**src/rtl/bgc_pkg.sv**
```systemverilog
package bgc_pkg;

  typedef enum logic [2:0] {
    ST_OWN      = 3'd0,
    ST_OFFER    = 3'd1,
    ST_HOLD     = 3'd2,
    ST_EXT      = 3'd3,
    ST_PREOFFER = 3'd4
  } bgc_state_e;

  function automatic logic grant_of(bgc_state_e s);
    return (s == ST_OFFER) || (s == ST_HOLD) || (s == ST_PREOFFER);
  endfunction

  function automatic logic stall_of(bgc_state_e s);
    return s != ST_OWN;
  endfunction

  function automatic int cnt_width(int a, int b);
    int m;
    m = (a > b) ? a : b;
    return $clog2(m + 1) + 1;
  endfunction

endpackage

```
**src/rtl/bgc_sync.sv**
```systemverilog
module bgc_sync #(
  parameter int WIDTH  = 1,
  parameter int STAGES = 2
) (
  input  logic             clk,
  input  logic             rst_n,
  input  logic [WIDTH-1:0] din,
  output logic [WIDTH-1:0] dout
);

  logic [WIDTH-1:0] pipe [STAGES];

  generate
    for (genvar i = 0; i < STAGES; i++) begin : g_stage
      if (i == 0) begin : g_first
        always_ff @(posedge clk or negedge rst_n) begin
          if (!rst_n) pipe[0] <= '0;
          else        pipe[0] <= din;
        end
      end else begin : g_next
        always_ff @(posedge clk or negedge rst_n) begin
          if (!rst_n) pipe[i] <= '0;
          else        pipe[i] <= pipe[i-1];
        end
      end
    end
  endgenerate

  assign dout = pipe[STAGES-1];

endmodule

```
**src/rtl/bgc_timer.sv**
```systemverilog
module bgc_timer #(
  parameter int CW = 3
) (
  input  logic          clk,
  input  logic          rst_n,
  input  logic          clear,
  input  logic          en,
  input  logic [CW-1:0] limit,
  output logic          hit
);

  logic [CW-1:0] cnt_q;

  always_ff @(posedge clk or negedge rst_n) begin
    if (!rst_n)     cnt_q <= '0;
    else if (clear) cnt_q <= '0;
    else if (en)    cnt_q <= cnt_q + 1'b1;
  end

  assign hit = (cnt_q == limit);

  // the delay counter never runs past its programmed limit
  assert_cnt_in_range_R5: assert property (@(posedge clk) disable iff (!rst_n)
    en |-> (cnt_q <= limit));

endmodule

```
**src/rtl/bgc_fsm.sv**
```systemverilog
module bgc_fsm
  import bgc_pkg::*;
#(
  parameter int ACK_DLY     = 2,
  parameter int REGRANT_DLY = 2
) (
  input  logic clk,
  input  logic rst_n,
  input  logic req_s,
  input  logic ack_s,
  input  logic busy_eff,
  output logic grant_w,
  output logic stall_w
);

  localparam int CW = cnt_width(ACK_DLY, REGRANT_DLY);
  localparam logic [CW-1:0] ACK_LIM = CW'(ACK_DLY - 1);
  localparam logic [CW-1:0] RG_LIM  = CW'(REGRANT_DLY - 1);

  bgc_state_e    state_q, state_d;
  logic          hit, cnt_clear, cnt_en;
  logic [CW-1:0] cnt_limit;

  always_comb begin
    state_d = state_q;
    unique case (state_q)
      ST_OWN:      if (req_s && !busy_eff) state_d = ST_OFFER;
      ST_OFFER:    if (ack_s)              state_d = ST_HOLD;
                   else if (!req_s)        state_d = ST_OWN;
      ST_HOLD:     if (hit)                state_d = ST_EXT;
      ST_EXT:      if (!ack_s)             state_d = req_s ? ST_OFFER : ST_OWN;
                   else if (req_s && hit)  state_d = ST_PREOFFER;
      ST_PREOFFER: if (!ack_s)             state_d = ST_OFFER;
                   else if (!req_s)        state_d = ST_EXT;
      default:                             state_d = ST_OWN;
    endcase
  end

  always_ff @(posedge clk or negedge rst_n) begin
    if (!rst_n) state_q <= ST_OWN;
    else        state_q <= state_d;
  end

  assign cnt_clear = (state_d != state_q) || (state_q == ST_EXT && !req_s);
  assign cnt_en    = (state_q == ST_HOLD) || (state_q == ST_EXT && req_s);
  assign cnt_limit = (state_q == ST_HOLD) ? ACK_LIM : RG_LIM;

  bgc_timer #(.CW(CW)) u_timer (
    .clk   (clk),
    .rst_n (rst_n),
    .clear (cnt_clear),
    .en    (cnt_en),
    .limit (cnt_limit),
    .hit   (hit)
  );

  assign grant_w = grant_of(state_q);
  assign stall_w = stall_of(state_q);

  assert_grant_needs_req_R2: assert property (@(posedge clk) disable iff (!rst_n)
    $rose(grant_w) |-> $past(req_s));

  assert_busy_holds_off_R3: assert property (@(posedge clk) disable iff (!rst_n)
    (state_q == ST_OWN && busy_eff) |=> !grant_w);

  assert_release_needs_ack_low_R7: assert property (@(posedge clk) disable iff (!rst_n)
    $fell(stall_w) |-> !$past(ack_s));

  assert_withdraw_on_drop_R9: assert property (@(posedge clk) disable iff (!rst_n)
    (state_q == ST_OFFER && !req_s && !ack_s) |=> (!grant_w && !stall_w));

  assert_stall_covers_grant_R10: assert property (@(posedge clk) disable iff (!rst_n)
    grant_w |-> stall_w);

endmodule

```
**src/rtl/bus_grant_ctrl.sv**
```systemverilog
module bus_grant_ctrl #(
  parameter int SYNC_STAGES = 2,
  parameter int ACK_DLY     = 2,
  parameter int REGRANT_DLY = 2
) (
  input  logic clk,
  input  logic rst_n,
  input  logic ext_req,
  input  logic ext_ack,
  input  logic core_rst,
  input  logic core_halt,
  input  logic core_dfault,
  input  logic cycle_busy,
  output logic grant,
  output logic cpu_stall
);

  logic [1:0] raw_in, synced;
  logic       req_s, ack_s, engine_stopped, busy_eff;

  assign raw_in = {ext_ack, ext_req};

  bgc_sync #(.WIDTH(2), .STAGES(SYNC_STAGES)) u_sync (
    .clk   (clk),
    .rst_n (rst_n),
    .din   (raw_in),
    .dout  (synced)
  );

  assign req_s = synced[0];
  assign ack_s = synced[1];

  // A stopped engine runs no cycles, so a busy flag cannot delay the grant
  assign engine_stopped = core_rst | core_halt | core_dfault;
  assign busy_eff       = cycle_busy & ~engine_stopped;

  bgc_fsm #(.ACK_DLY(ACK_DLY), .REGRANT_DLY(REGRANT_DLY)) u_fsm (
    .clk      (clk),
    .rst_n    (rst_n),
    .req_s    (req_s),
    .ack_s    (ack_s),
    .busy_eff (busy_eff),
    .grant_w  (grant),
    .stall_w  (cpu_stall)
  );

  // a stopped engine never blocks a grant on a busy flag
  assert_stopped_ignores_busy_R4: assert property (@(posedge clk) disable iff (!rst_n)
    (engine_stopped && cycle_busy) |-> !busy_eff);

endmodule

```
**config.mk**
```make
export PLATFORM = sky130hd
export DESIGN_NAME = bus_grant_ctrl
export DESIGN_NICKNAME = d
export VERILOG_FILES = /design/src/rtl/bgc_pkg.sv /design/src/rtl/bgc_sync.sv /design/src/rtl/bgc_timer.sv /design/src/rtl/bgc_fsm.sv /design/src/rtl/bus_grant_ctrl.sv
export SDC_FILE = /design/constraint.sdc
export NUM_CORES = 1
export LEC_CHECK = 0
export BUFFER_PORTS_ARGS = -buffer_cell sky130_fd_sc_hd__buf_2
export CORE_MARGIN = 2
export CORE_UTILIZATION = 25
export DETAILED_ROUTE_END_ITERATION = 10
export HOLD_SLACK_MARGIN = 0.03
export SYNTH_ARGS = -nofsm -noshare
export SYNTH_HDL_FRONTEND = slang
export SYNTH_SLANG_ARGS = --single-unit
```
**constraint.sdc**
```tcl
create_clock -name clk -period 2.6 [get_ports clk]
set_input_delay 0.52 -clock clk [delete_from_list [all_inputs] [get_ports clk]]
set_output_delay 0.52 -clock clk [all_outputs]
set_load 0.05 [all_outputs]
```
# After elaboration in Yosys (flattened, before gate mapping)
# Cells that the tools add are included.
[word_totals] ff_bits=10 elab_cells=40
[op_classes] bitwise=4 mux=12 addsub=1 eq_ne=6 reduce_logical=13
[ops] cell="$mux 3" count=10
[ops] cell="$pmux 3 s5" count=1
[ops] cell="$eq 3x1->1 const B" count=2
[ops] cell="$eq 3x2->1 const B" count=2
[ops] cell="$logic_and 1x1->1" count=4
[ops] cell="$logic_or 1x1->1" count=4
[ops] cell="$add 3x1->3 const B" count=1
[ops] cell="$eq 3x3->1 const B" count=1
[ops] cell="$logic_not 3->1" count=1
[ops] cell="$ne 3x3->1" count=1
[ops] cell="$reduce_bool 3->1" count=1
[ops] cell="$logic_not 1->1" count=2
[ops] cell="$or 1x1->1" count=2
[ops] cell="$reduce_bool 2->1" count=1
[ops] cell="$and 1x1->1" count=1
[ops] cell="$mux 1" count=1
[ops] cell="$not 1->1" count=1

# Depth between registers and ports, before layout
# Gate-level depths: netlist of the first run.
[depth] depth_word=11 ltp_mapped=7 mapped_depth_nobuf=7

# By module
# A second synthesis of the first run with hierarchy kept.
[hier_totals] hier_cells=63 hier_area_um2=626.9
[modules_own_cells] mod="bgc_fsm" instances=1 seq_area_each_um2=75.1 area_per_inst_um2=320.3 cells_per_inst=41
[modules_own_cells] mod="bgc_timer" instances=1 seq_area_each_um2=75.1 area_per_inst_um2=176.4 cells_per_inst=15
[modules_own_cells] mod="bgc_sync" instances=1 seq_area_each_um2=100.1 area_per_inst_um2=115.1 cells_per_inst=6
[modules_own_cells] mod="bus_grant_ctrl" instances=1 seq_area_each_um2=0.0 area_per_inst_um2=15.0 cells_per_inst=1

# Worst setup path before layout of the first run
# No wires, ideal clock.
[synth_path] kind="register to output" start="register u_fsm.state_q[0]" end="output grant" required_time_ns=2.080 stages_incl_launch_ff=4 n_path_buf=1 slack_ns=0.625 arrival_ns=1.455 path_cell_list="dfrtp_1 > buf_2 > xnor2_1 > o22ai_1"
[synth_via] elab_chain_cells=3 word_cells_on_any_way=5 classes_between="eq/ne (3); reduce/logical (2)"
[synth_lines] item="from (decl)" line_no="bgc_fsm.sv:20" rtl="bgc_state_e state_q, state_d;"
[synth_lines] item="from (signal assigned)" line_no="bgc_fsm.sv:41" rtl="else state_q <= state_d;"
[synth_lines] item="$eq 3x1->1 or $eq 3x2->1 (tied branches)" line_no="bgc_pkg.sv:12" rtl="return (s == ST_OFFER) || (s == ST_HOLD) || (s == ST_PREOFFER);"
[synth_lines] item="$logic_or 1x1->1" line_no="bgc_pkg.sv:12"
[synth_lines] item="$logic_or 1x1->1 *" line_no="bgc_pkg.sv:12"
[synth_lines] item="to (decl)" line_no="bus_grant_ctrl.sv:14" rtl="output logic grant,"
# Mark *: on every way between the ends. The rest lies on a longest branch, timed or not.

# Worst setup path after layout of the first run
[layout_path] start="register u_fsm.state_q[2]" end="output grant"
# Same word-level chain as after synthesis.

==> flow_summary.json, run 1 <==
{
  "hold_viol": 0,
  "track_usage_pct": 8.74,
  "fin_area_um2": 674,
  "die_h_um": 53.1,
  "power_density_nw_per_um2": 1030,
  "yosysSeqAreaShare_pct": 41.5,
  "syn_inst": 66,
  "fin_crit_ps": 1950,
  "area_growth_pct": 11.8,
  "hp-class": "in -> async",
  "yosysUniqueCellTypes": 29,
  "num_vias": 487,
  "cts_inserted_buffers": 3,
  "ys_warn_count": 0,
  "hpwl_um": 856,
  "first_global_vias": 430,
  "antenna_found_initial": 0,
  "internal_power_w": 0.000373,
  "pin_count": 10,
  "fillerInstances": 248,
  "synth_fp_nets": 76,
  "cts_tree": "done",
  "cap_violations": 0,
  "ys_ff_latch": 10,
  "die_w_um": 53.1,
  "firstDrtPassIters": 4,
  "slew_headroom_pct": 72.2,
  "cts.htree.levels": 1,
  "nets": 86,
  "antenna_cells": 0,
  "required_ps": 2080,
  "drcViolationCount": 0,
  "crit_type": "reg -> out",
  "crit_fanout": 9,
  "synth_area_um2": 603,
  "portBuffers": 9,
  "synth-edff-count": 0,
  "power.leakage_nw": 0.294,
  "start_util_pct": 26.7,
  "synth_top_area_cell": "dfrtp_1",
  "netlist.area_leader.share_pct": 41.5,
  "postCtsSetupRepairBufs": 0,
  "swShare_pct": 46.6,
  "core-area_um2": 2250,
  "skew_ps": 3.41,
  "power_switching_w": 0.000325,
  "synth_ff_type": "dfrtp_1",
  "tns_ps": 0,
  "drive_gt1_share_pct": 20.3,
  "grt_overflow": 0,
  "critPathLaunchType": "register",
  "multi_input_area_um2": 314,
  "clock.fmax_mhz": 512,
  "grt_max_degree": 14,
  "ys_top_cells_by_count": "dfrtp_1, nand2_1, o21ai_0",
  "clkPwrFrac_pct": 13.9,
  "cts_buffer_depth": 2,
  "arrival_ps": 1430,
  "synth_area_per_cell_um2": 9.14,
  "gp_congestion": 0.801,
  "synth_area_leaders": "dfrtp_1, o21ai_0, nand2_1",
  "period_share_pct": 75.1,
  "detail-route-antenna-nets": 0,
  "cts_resized": 0,
  "clockRootBuffer": "clkbuf_4",
  "die-area_um2": 2820,
  "num_rows": 17,
  "first_iter_violations": 13,
  "regArea_um2": 250,
  "placed_cell_area_um2": 652,
  "seqPwrFrac_pct": 35.8,
  "grt_setup_unrepaired": "false",
  "hold_buffers": 0,
  "numClockSinks": 10,
  "layout_setup_ws_ps": 646,
  "status": "finished clean",
  "async_reset_ff_share_pct": 100,
  "clkTransAtPathRegs_ps": 60,
  "insertion_delay_ps": 250,
  "p_comb_share_pct": 50.3,
  "routed_wl_um": 1150,
  "worst_slew_pin_slew_ps": 415,
  "setup_viol": 0,
  "finalMaxSlewViolations": 0,
  "wl_per_cell_um": 11.3,
  "grt_pass1_wl_um": 1800,
  "yosysMostFrequentCell": "dfrtp_1",
  "vdd_ir_drop_max_mv": 0.349,
  "hold_ws_ps": 110,
  "routed_via_density": 4.77,
  "place_ws_ps": 794,
  "crit_path_end_kind": "output pin"
}
## power by group through the flow
| stage | logic (W) | clock network [W] | registers, W |
|---|---|---|---|
| after global routing | 0.000384 | 0.000114 | 0.000256 |
| after global placement | 0.000345 | 0 | 0.000252 |
| after detailed placement | 0.000346 | 0 | 0.000250 |
| after CTS | 0.000348 | 0.000103 | 0.000248 |
| after floorplan | 0.000334 | 0 | 0.000208 |
| final | 0.000351 | 0.0000971 | 0.000250 |
## layer usage
metal / wire length (um) / global-route usage, %
met2: 558 / 14.4
met5: 0 / 0
met3: 58 / 0.847
met4: 0 / 5.13
met1: 530 / 11.0
## metrics by stage
step	util (%)	instances	total power, W
after detailed placement	28.9	99	0.000596
final	29.9	102	0.000698
after floorplan	-	66	0.000542
after global routing	29.9	102	0.000754
after global placement	28.9	99	0.000598
after CTS	29.9	102	0.000699
## cell usage in the layout (no fill, tap or decap)
| master | synthesis | routed |
|---|---|---|
| nand3_1 | 3 | 3 |
| inv_1 | 2 | 2 |
| nand3b_1 | 1 | 1 |
| or3b_4 | 1 | 1 |
| or4b_1 | 1 | 1 |
| nand4_1 | 1 | 1 |
| clkbuf_4 | 0 | 3 |
| xnor2_1 | 1 | 1 |
| nand2b_1 | 3 | 3 |
| o21ai_0 | 6 | 6 |
| nor2_1 | 3 | 3 |
| o22a_1 | 1 | 1 |
| a311oi_1 | 1 | 1 |
| a21oi_1 | 3 | 3 |
| a31oi_1 | 1 | 1 |
| buf_2 | 1 | 9 |
| a22oi_1 | 1 | 1 |
| dfrtp_1 | 10 | 10 |
| nor2b_2 | 1 | 1 |
| and3_1 | 3 | 3 |
| xor2_1 | 1 | 1 |
| ha_1 | 2 | 2 |
| nand2_1 | 8 | 8 |
| a211oi_1 | 1 | 1 |
| a21oi_2 | 1 | 1 |
| mux2i_1 | 1 | 1 |
| nor2b_1 | 3 | 3 |
| o22ai_1 | 2 | 2 |
## final cells by class
cell class / instances / area share [%]
clock buffer: 3 / 3.34
inverter: 2 / 1.11
multi-input combinational: 50 / 46.6
sequential: 10 / 37.1
tap: 28 / 5.19
timing repair buffer: 9 / 6.68
## critical path, stage by stage, from the launching register on
cell and delay, ps:
dfrtp_1 470, inv_1 130, nand2_1 120, o22ai_1 170, buf_2 280
## flip-flops by register name (all words and copies together) (netlist names)
signal,count
u_fsm.u_timer.cnt_q,3
u_fsm.state_q,3
u_sync.dout,2
u_sync.pipe,2
## kinds of logic (layout without fill, tap and decap cells)
logic type	count (synthesis)	in the layout	synth area share [%]
buffers and inverters	6	14	6.43
AO/OA/AOI/OAI	17	17	17.4
flip-flops	10	10	41.5
AND/OR/NAND/NOR	28	28	25.9
multiplexers	1	1	1.66
XOR/XNOR	2	2	2.91
adder cells (fa/ha/maj)	2	2	4.15
## worst paths after layout
path | startpoint | endpoint | slack, ps | depth (start not counted)
min in group clk | u_sync.pipe[2] | u_sync.dout[0] | 350 | 0
max in group asynchronous | rst_n | u_fsm.u_timer.cnt_q[0] | 2310 | 1
min | rst_n | u_fsm.state_q[0] | 110 | 1
max | u_fsm.state_q[2] | grant | 650 | 4
min reg2reg | u_sync.pipe[2] | u_sync.dout[0] | 350 | 0
max reg2reg | u_fsm.state_q[0] | u_fsm.u_timer.cnt_q[1] | 910 | 5
(Power assumes the default switching activity.)
==> inputs of run 2 (changes only) <==
- ABC_AREA: unset -> 1
- clock period: 2.6 -> 1.65 ns (I/O delays scaled with it)
==> run 2 against run 1 <==
Effect of this change: design area increased by 19%; register-to-register slack got worse by 770 ps; via count increased by 21%; count of clock-buffer cells in the layout increased by 1; sequential power increased by 43%; flip-flop and latch count unchanged; die area decreased by 0.58%; final cell count increased by 25%; combinational power increased by 110%; critical path type unchanged; largest power group unchanged; highest routed layer is now met4.
==> flow_summary.json, run 2 <==
{
  "clockRootBuffer": "clkbuf_4",
  "hp-class": "in -> reg",
  "yosysSeqAreaShare_pct": 41.8,
  "grt_pass1_wl_um": 2130,
  "detail-route-antenna-nets": 0,
  "synth-edff-count": 0,
  "required_ps": 1320,
  "hold_path_depth": 1,
  "finalMaxSlewViolations": 0,
  "fillerInstances": 247,
  "routed_wl_um": 1270,
  "cap_violations": 0,
  "clkTransAtPathRegs_ps": 80,
  "fin_util_pct": 35.8,
  "regArea_um2": 254,
  "syn_inst": 81,
  "skew_ps": 9.16,
  "insertion_delay_ps": 280,
  "async_reset_ff_share_pct": 100,
  "grt_overflow": 0,
  "arrival_ps": 1290,
  "ys_warn_count": 0,
  "routed_via_density": 4.59,
  "clock.fmax_mhz": 618,
  "start_util_pct": 26.8,
  "wl_per_cell_um": 9.95,
  "yosysUniqueCellTypes": 16,
  "netlist.area_leader.share_pct": 41.8,
  "firstDrtPassIters": 4,
  "numClockSinks": 10,
  "die_h_um": 53.0,
  "synth_fp_nets": 91,
  "drive_gt1_share_pct": 37.0,
  "placed_cell_area_um2": 679,
  "cts.htree.levels": 1,
  "grt_max_degree": 11,
  "synth_area_um2": 599,
  "slew_headroom_pct": 76.5,
  "hpwl_um": 908,
  "layout_commonest_cell": "inv_1",
  "core-area_um2": 2230,
  "fin_crit_ps": 1620,
  "cts_tree": "done",
  "hold_viol": 0,
  "power_density_nw_per_um2": 1680,
  "rr_startpoint": "u_fsm.state_q[1]",
  "num_vias": 588,
  "first_iter_violations": 18,
  "reg2reg_depth": 11,
  "fin_area_um2": 800,
  "crit_type": "reg -> out",
  "period_share_pct": 98.1,
  "first_global_vias": 532,
  "die-area_um2": 2800,
  "multi_input_area_um2": 315,
  "r2r_end": "u_fsm.u_timer.cnt_q[0]",
  "drcViolationCount": 0,
  "synth_top_area_cell": "dfrtp_1",
  "grt_setup_unrepaired": "true",
  "ys_top_cells_by_count": "inv_1, nand2_1, dfrtp_1",
  "min_from": "ext_req",
  "synth_area_leaders": "dfrtp_1, inv_1, nand2_1",
  "antenna_cells": 0,
  "setup_viol": 0,
  "power.leakage_nw": 0.440,
  "reg_top3": "u_fsm.state_q x3, u_fsm.u_timer.cnt_q x3",
  "die_w_um": 53.0,
  "synth_ff_type": "dfrtp_1",
  "whs_endpoint": "u_sync.pipe[2]",
  "reg2reg_slack_ps": 140,
  "synth_area_per_cell_um2": 7.40,
  "cts_buffer_depth": 2,
  "cts_inserted_buffers": 3,
  "nets": 111,
  "area_growth_pct": 33.4,
  "power.total_w": 0.00134,
  "worst_slew_pin_slew_ps": 344,
  "final_cell_mix": "inv_1, nand2_1, nand3_1, buf_2, dfrtp_1",
  "num_rows": 17,
  "track_usage_pct": 10.4,
  "gp_congestion": 0.889,
  "crit_fanout": 6,
  "portBuffers": 9,
  "ys_ff_latch": 10,
  "hold_ws_ps": 159,
  "critPathLaunchType": "register",
  "vdd_ir_drop_max_mv": 1.03,
  "antenna_found_initial": 0,
  "pin_count": 10,
  "crit_path_end_kind": "output pin",
  "status": "finished clean"
}
==> run 2: cell types whose count changed in the layout (fill, tap and decap cells not counted), moves of 4 or more <==
| cell | delta |
|---|---|
| nand2_2 | +6 |
| o21ai_0 | -6 |
| nand4_1 | +5 |
| inv_1 | +12 |
| nand2_1 | +5 |
| nand3_1 | +5 |
| nor2_2 | +4 |
| buf_4 | +6 |
==> run 2: worst max-delay path by stage <==
| stage | from | end | slack (ps) | depth (start not counted) |
|---|---|---|---|---|
| floorplan | u_fsm.state_q[2] | grant | -30 | 3 |
| global placement | u_fsm.state_q[0] | grant | 180 | 4 |
| detailed placement | u_fsm.u_timer.cnt_q[0] | u_fsm.u_timer.cnt_q[0] | 150 | 11 |
| CTS | u_fsm.state_q[2] | grant | 0.5 | 4 |
| global route | u_fsm.state_q[0] | grant | -40 | 4 |
| finish | u_fsm.state_q[0] | grant | 30 | 4 |
==> run 2: metal layers <==
layer  share of wire [%]  global-route usage, %  routed length, um  vias up
li1                    -                      -                  -      300
met1                  48                   12.8                609      263
met2                  42                   16.3                540       23
met5                   0                      0                  0        -
met3                 8.6                   4.24                110        2
met4                0.94                   3.42                 12        0
==> run 2: cells by family after synthesis <==
| group | share of synthesized area [%] |
|---|---|
| buffers and inverters | 10.6 |
| AND/OR/NAND/NOR | 34.7 |
| XOR/XNOR | 1.46 |
| flip-flops | 41.8 |
| adder cells (fa/ha/maj) | 4.17 |
| AO/OA/AOI/OAI | 7.31 |
==> run 2: timing repair <==
item | 4_1_cts | 5_1_grt
resized for setup | 8 | 8
buffers inserted | 1 | 4
setup endpoints to repair | 1 | 4
endpoints found under the hold margin | 10 | 0
hold buffers | 1 | 0
pin swaps | 0 | 3
==> run 2: area by class of cell <==
cell class                      count  share of cell area, %
Clock buffer                        4                   4.54
Inverter                           17                   7.98
Multi-Input combinational cell     54                   39.4
Sequential cell                    10                   31.8
Tap cell                           28                   4.38
Timing Repair Buffer               15                   11.9
==> run 2: per-stage QoR <==
step / instances / setup slack (ps) / setup TNS, ps
2_1_floorplan: 81 / -27.3 / -27.3
3_3_place_gp: 118 / 176 / 0
3_5_place_dp: 118 / 150 / 0
4_1_cts: 124 / 0.465 / 0
5_1_grt: 128 / -40.8 / -53.2
6_report: 128 / 31.9 / 0
==> run 2: where the power goes <==
group | switching [W] | total (W) | internal, W
logic | 0.000492 | 0.000752 | 0.000260
registers | 0.0000644 | 0.000358 | 0.000293
clock network | 0.0000971 | 0.000231 | 0.000134
total | 0.000653 | 0.00134 | 0.000688
==> run 2: worst max-delay path, cell delays in order (launching register included) <==
cell and delay [ps]:
dfrtp_2 470, nor2_4 160, nand2_2 60, o211ai_1 90, buf_4 230
==> inputs of run 3 (changes only) <==
- CELL_PAD_IN_SITES_DETAIL_PLACEMENT: unset -> 1
- CELL_PAD_IN_SITES_GLOBAL_PLACEMENT: unset -> 2
- PLACE_DENSITY_LB_ADDON: unset -> 0.1
==> run 3 against run 2 <==
Effect of this change: sequential power down 3%; setup slack worse by 13 ps; register-to-register slack better by 20 ps; clock power down 2%; worst hold slack better by 4.6 ps; clock skew down 4.3 ps; global-route usage up 2.8 points; first-iteration DRC count down 94%; critical path type unchanged; critical endpoint unchanged; largest cell class unchanged.
==> flow_summary.json, run 3 (synthesis gave the netlist of run 2 again) <==
{
  "status": "finished clean",
  "clockRootBuffer": "clkbuf_4",
  "path_cells": "nor2_4 > nand2_2 > o211ai_1 > buf_4",
  "start_util_pct": 26.8,
  "clock.fmax_mhz": 613,
  "grt_pass1_wl_um": 2530,
  "critPathLaunchType": "register",
  "num_rows": 17,
  "wl_per_cell_um": 12.3,
  "detail-route-antenna-nets": 0,
  "arrival_ps": 1300,
  "die_w_um": 53.0,
  "fin_crit_ps": 1630,
  "area_growth_pct": 38.4,
  "clkTransAtPathRegs_ps": 70,
  "routed_wl_um": 1620,
  "cts_tree": "done",
  "numClockSinks": 10,
  "fin_util_pct": 37.1,
  "num_vias": 604,
  "stdcell_count": 132,
  "crit_type": "reg -> out",
  "power.total_w": 0.00140,
  "cts_buffer_depth": 2,
  "hp-class": "in -> reg",
  "reg_top3": "u_fsm.state_q x3, u_fsm.u_timer.cnt_q x3",
  "cts.htree.levels": 1,
  "power.leakage_nw": 0.458,
  "grtUsageMet3_pct": 2.54,
  "cts_inserted_buffers": 3,
  "antenna_cells": 0,
  "slew_headroom_pct": 73.2,
  "required_ps": 1320,
  "setup_viol": 0,
  "vdd_ir_drop_max_mv": 0.802,
  "dp.cells": 120,
  "gp_congestion": 0.773,
  "finalMaxSlewViolations": 0,
  "antenna_found_initial": 0,
  "p_comb_share_pct": 59.0,
  "tns_ps": 0,
  "insertion_delay_ps": 270,
  "routed_via_density": 4.58,
  "pin_count": 10,
  "skew_ps": 4.87,
  "hold_viol": 0,
  "firstDrtPassIters": 3,
  "die-area_um2": 2800,
  "cp_top_family": "flip-flops",
  "die_h_um": 53.0,
  "power_switching_w": 0.000682,
  "period_share_pct": 98.9,
  "hpwl_um": 1150,
  "cp_slowest_cell": "dfrtp_2",
  "crit_fanout": 6,
  "drcViolationCount": 0,
  "path_buf_inv": 1,
  "clkPwrFrac_pct": 16.1,
  "swShare_pct": 48.7,
  "core-area_um2": 2230,
  "max_stage_delay_ps": 470,
  "hold_ws_ps": 164,
  "grt_overflow": 0,
  "grt_setup_unrepaired": "true",
  "power_density_nw_per_um2": 1690,
  "cap_violations": 0,
  "layout_commonest_cell": "nand2_1",
  "final_cell_mix": "nand2_1, inv_1, buf_4",
  "track_usage_pct": 13.2,
  "worst_slew_pin_slew_ps": 391,
  "seqPwrFrac_pct": 24.9,
  "first_iter_violations": 1,
  "nets": 115,
  "met2_usage_pct": 21.3,
  "crit_path_end_kind": "output pin",
  "use_met1_pct": 15.7,
  "drive_gt1_share_pct": 35.6,
  "internal_power_w": 0.000719,
  "first_global_vias": 570,
  "top_usage_layer": "met2",
  "portBuffers": 9,
  "grt_max_degree": 11
}
[run 3: cell types whose count changed in the layout (fill, tap and decap cells not counted)]
cell	change
buf_4	+4
nand2_2	-3
o21bai_1	-1
nand2_1	+2
o21bai_2	+1
inv_2	-1
nor2_1	+2
nor2_2	-2
dfrtp_2	-1
dfrtp_1	+1
nand2_4	+1
inv_4	+1
[run 3: metrics by stage]
stage	setup slack, ps	area [um2]
after floorplan	-27.3	599
after global placement	71.9	694
after detailed placement	118	694
after CTS	0.842	769
after global routing	-44.2	830
final	18.4	830
[run 3: power by group through the flow]
stage	combinational, W	clock (W)	sequential (W)
after floorplan	0.000506	0	0.000331
after global placement	0.000700	0	0.000339
after detailed placement	0.000700	0	0.000338
after CTS	0.000764	0.000238	0.000344
after global routing	0.000916	0.000249	0.000355
final	0.000827	0.000226	0.000349
[run 3: cell type report]
class	count	area, um2
Clock buffer	4	36.3
Fill cell	290	1400
Tap cell	28	35.0
Timing Repair Buffer	19	125
Inverter	17	66.3
Sequential cell	10	253
Multi-Input combinational cell	54	314
[run 3: timing repair]
item / 4_1_cts / 5_1_grt
setup buffers: 2 / 5
pin swaps: 1 / 3
endpoints found under the hold margin: 10 / 0
setup endpoints to repair: 1 / 3
resized for setup: 5 / 9
hold buffers: 1 / 0
cloned: 0 / 0
[run 3: metal layers]
metal,wire length [um],vias up,part of all wire (%)
met5,0,-,0
met4,49,0,3.0
met3,43,4,2.6
met2,830,10,51
met1,699,286,43
li1,-,304,-
[run 3: final timing paths]
path                                  start                     end  slack, ps  cells after the start
hold reg to reg              u_sync.pipe[2]          u_sync.dout[0]        350                      0
setup reg to reg           u_fsm.state_q[1]  u_fsm.u_timer.cnt_q[1]        160                     10
min in group asynchronous             rst_n  u_fsm.u_timer.cnt_q[0]        450                      2
hold / removal                      ext_req          u_sync.pipe[2]        160                      1
max in group asynchronous             rst_n        u_fsm.state_q[2]        990                      2
setup / recovery           u_fsm.state_q[0]                   grant         20                      4
[run 3: worst reg2reg max path: stages (launching register included)]
cell and delay [ps]:
dfrtp_1 420, buf_4 140, nand2_1 40, nor2_1 140, nand3_1 120, nand2_1 130
nor2_2 50, nand2_1 90, nand2_4 80, nand4_1 100, nand2_1 60
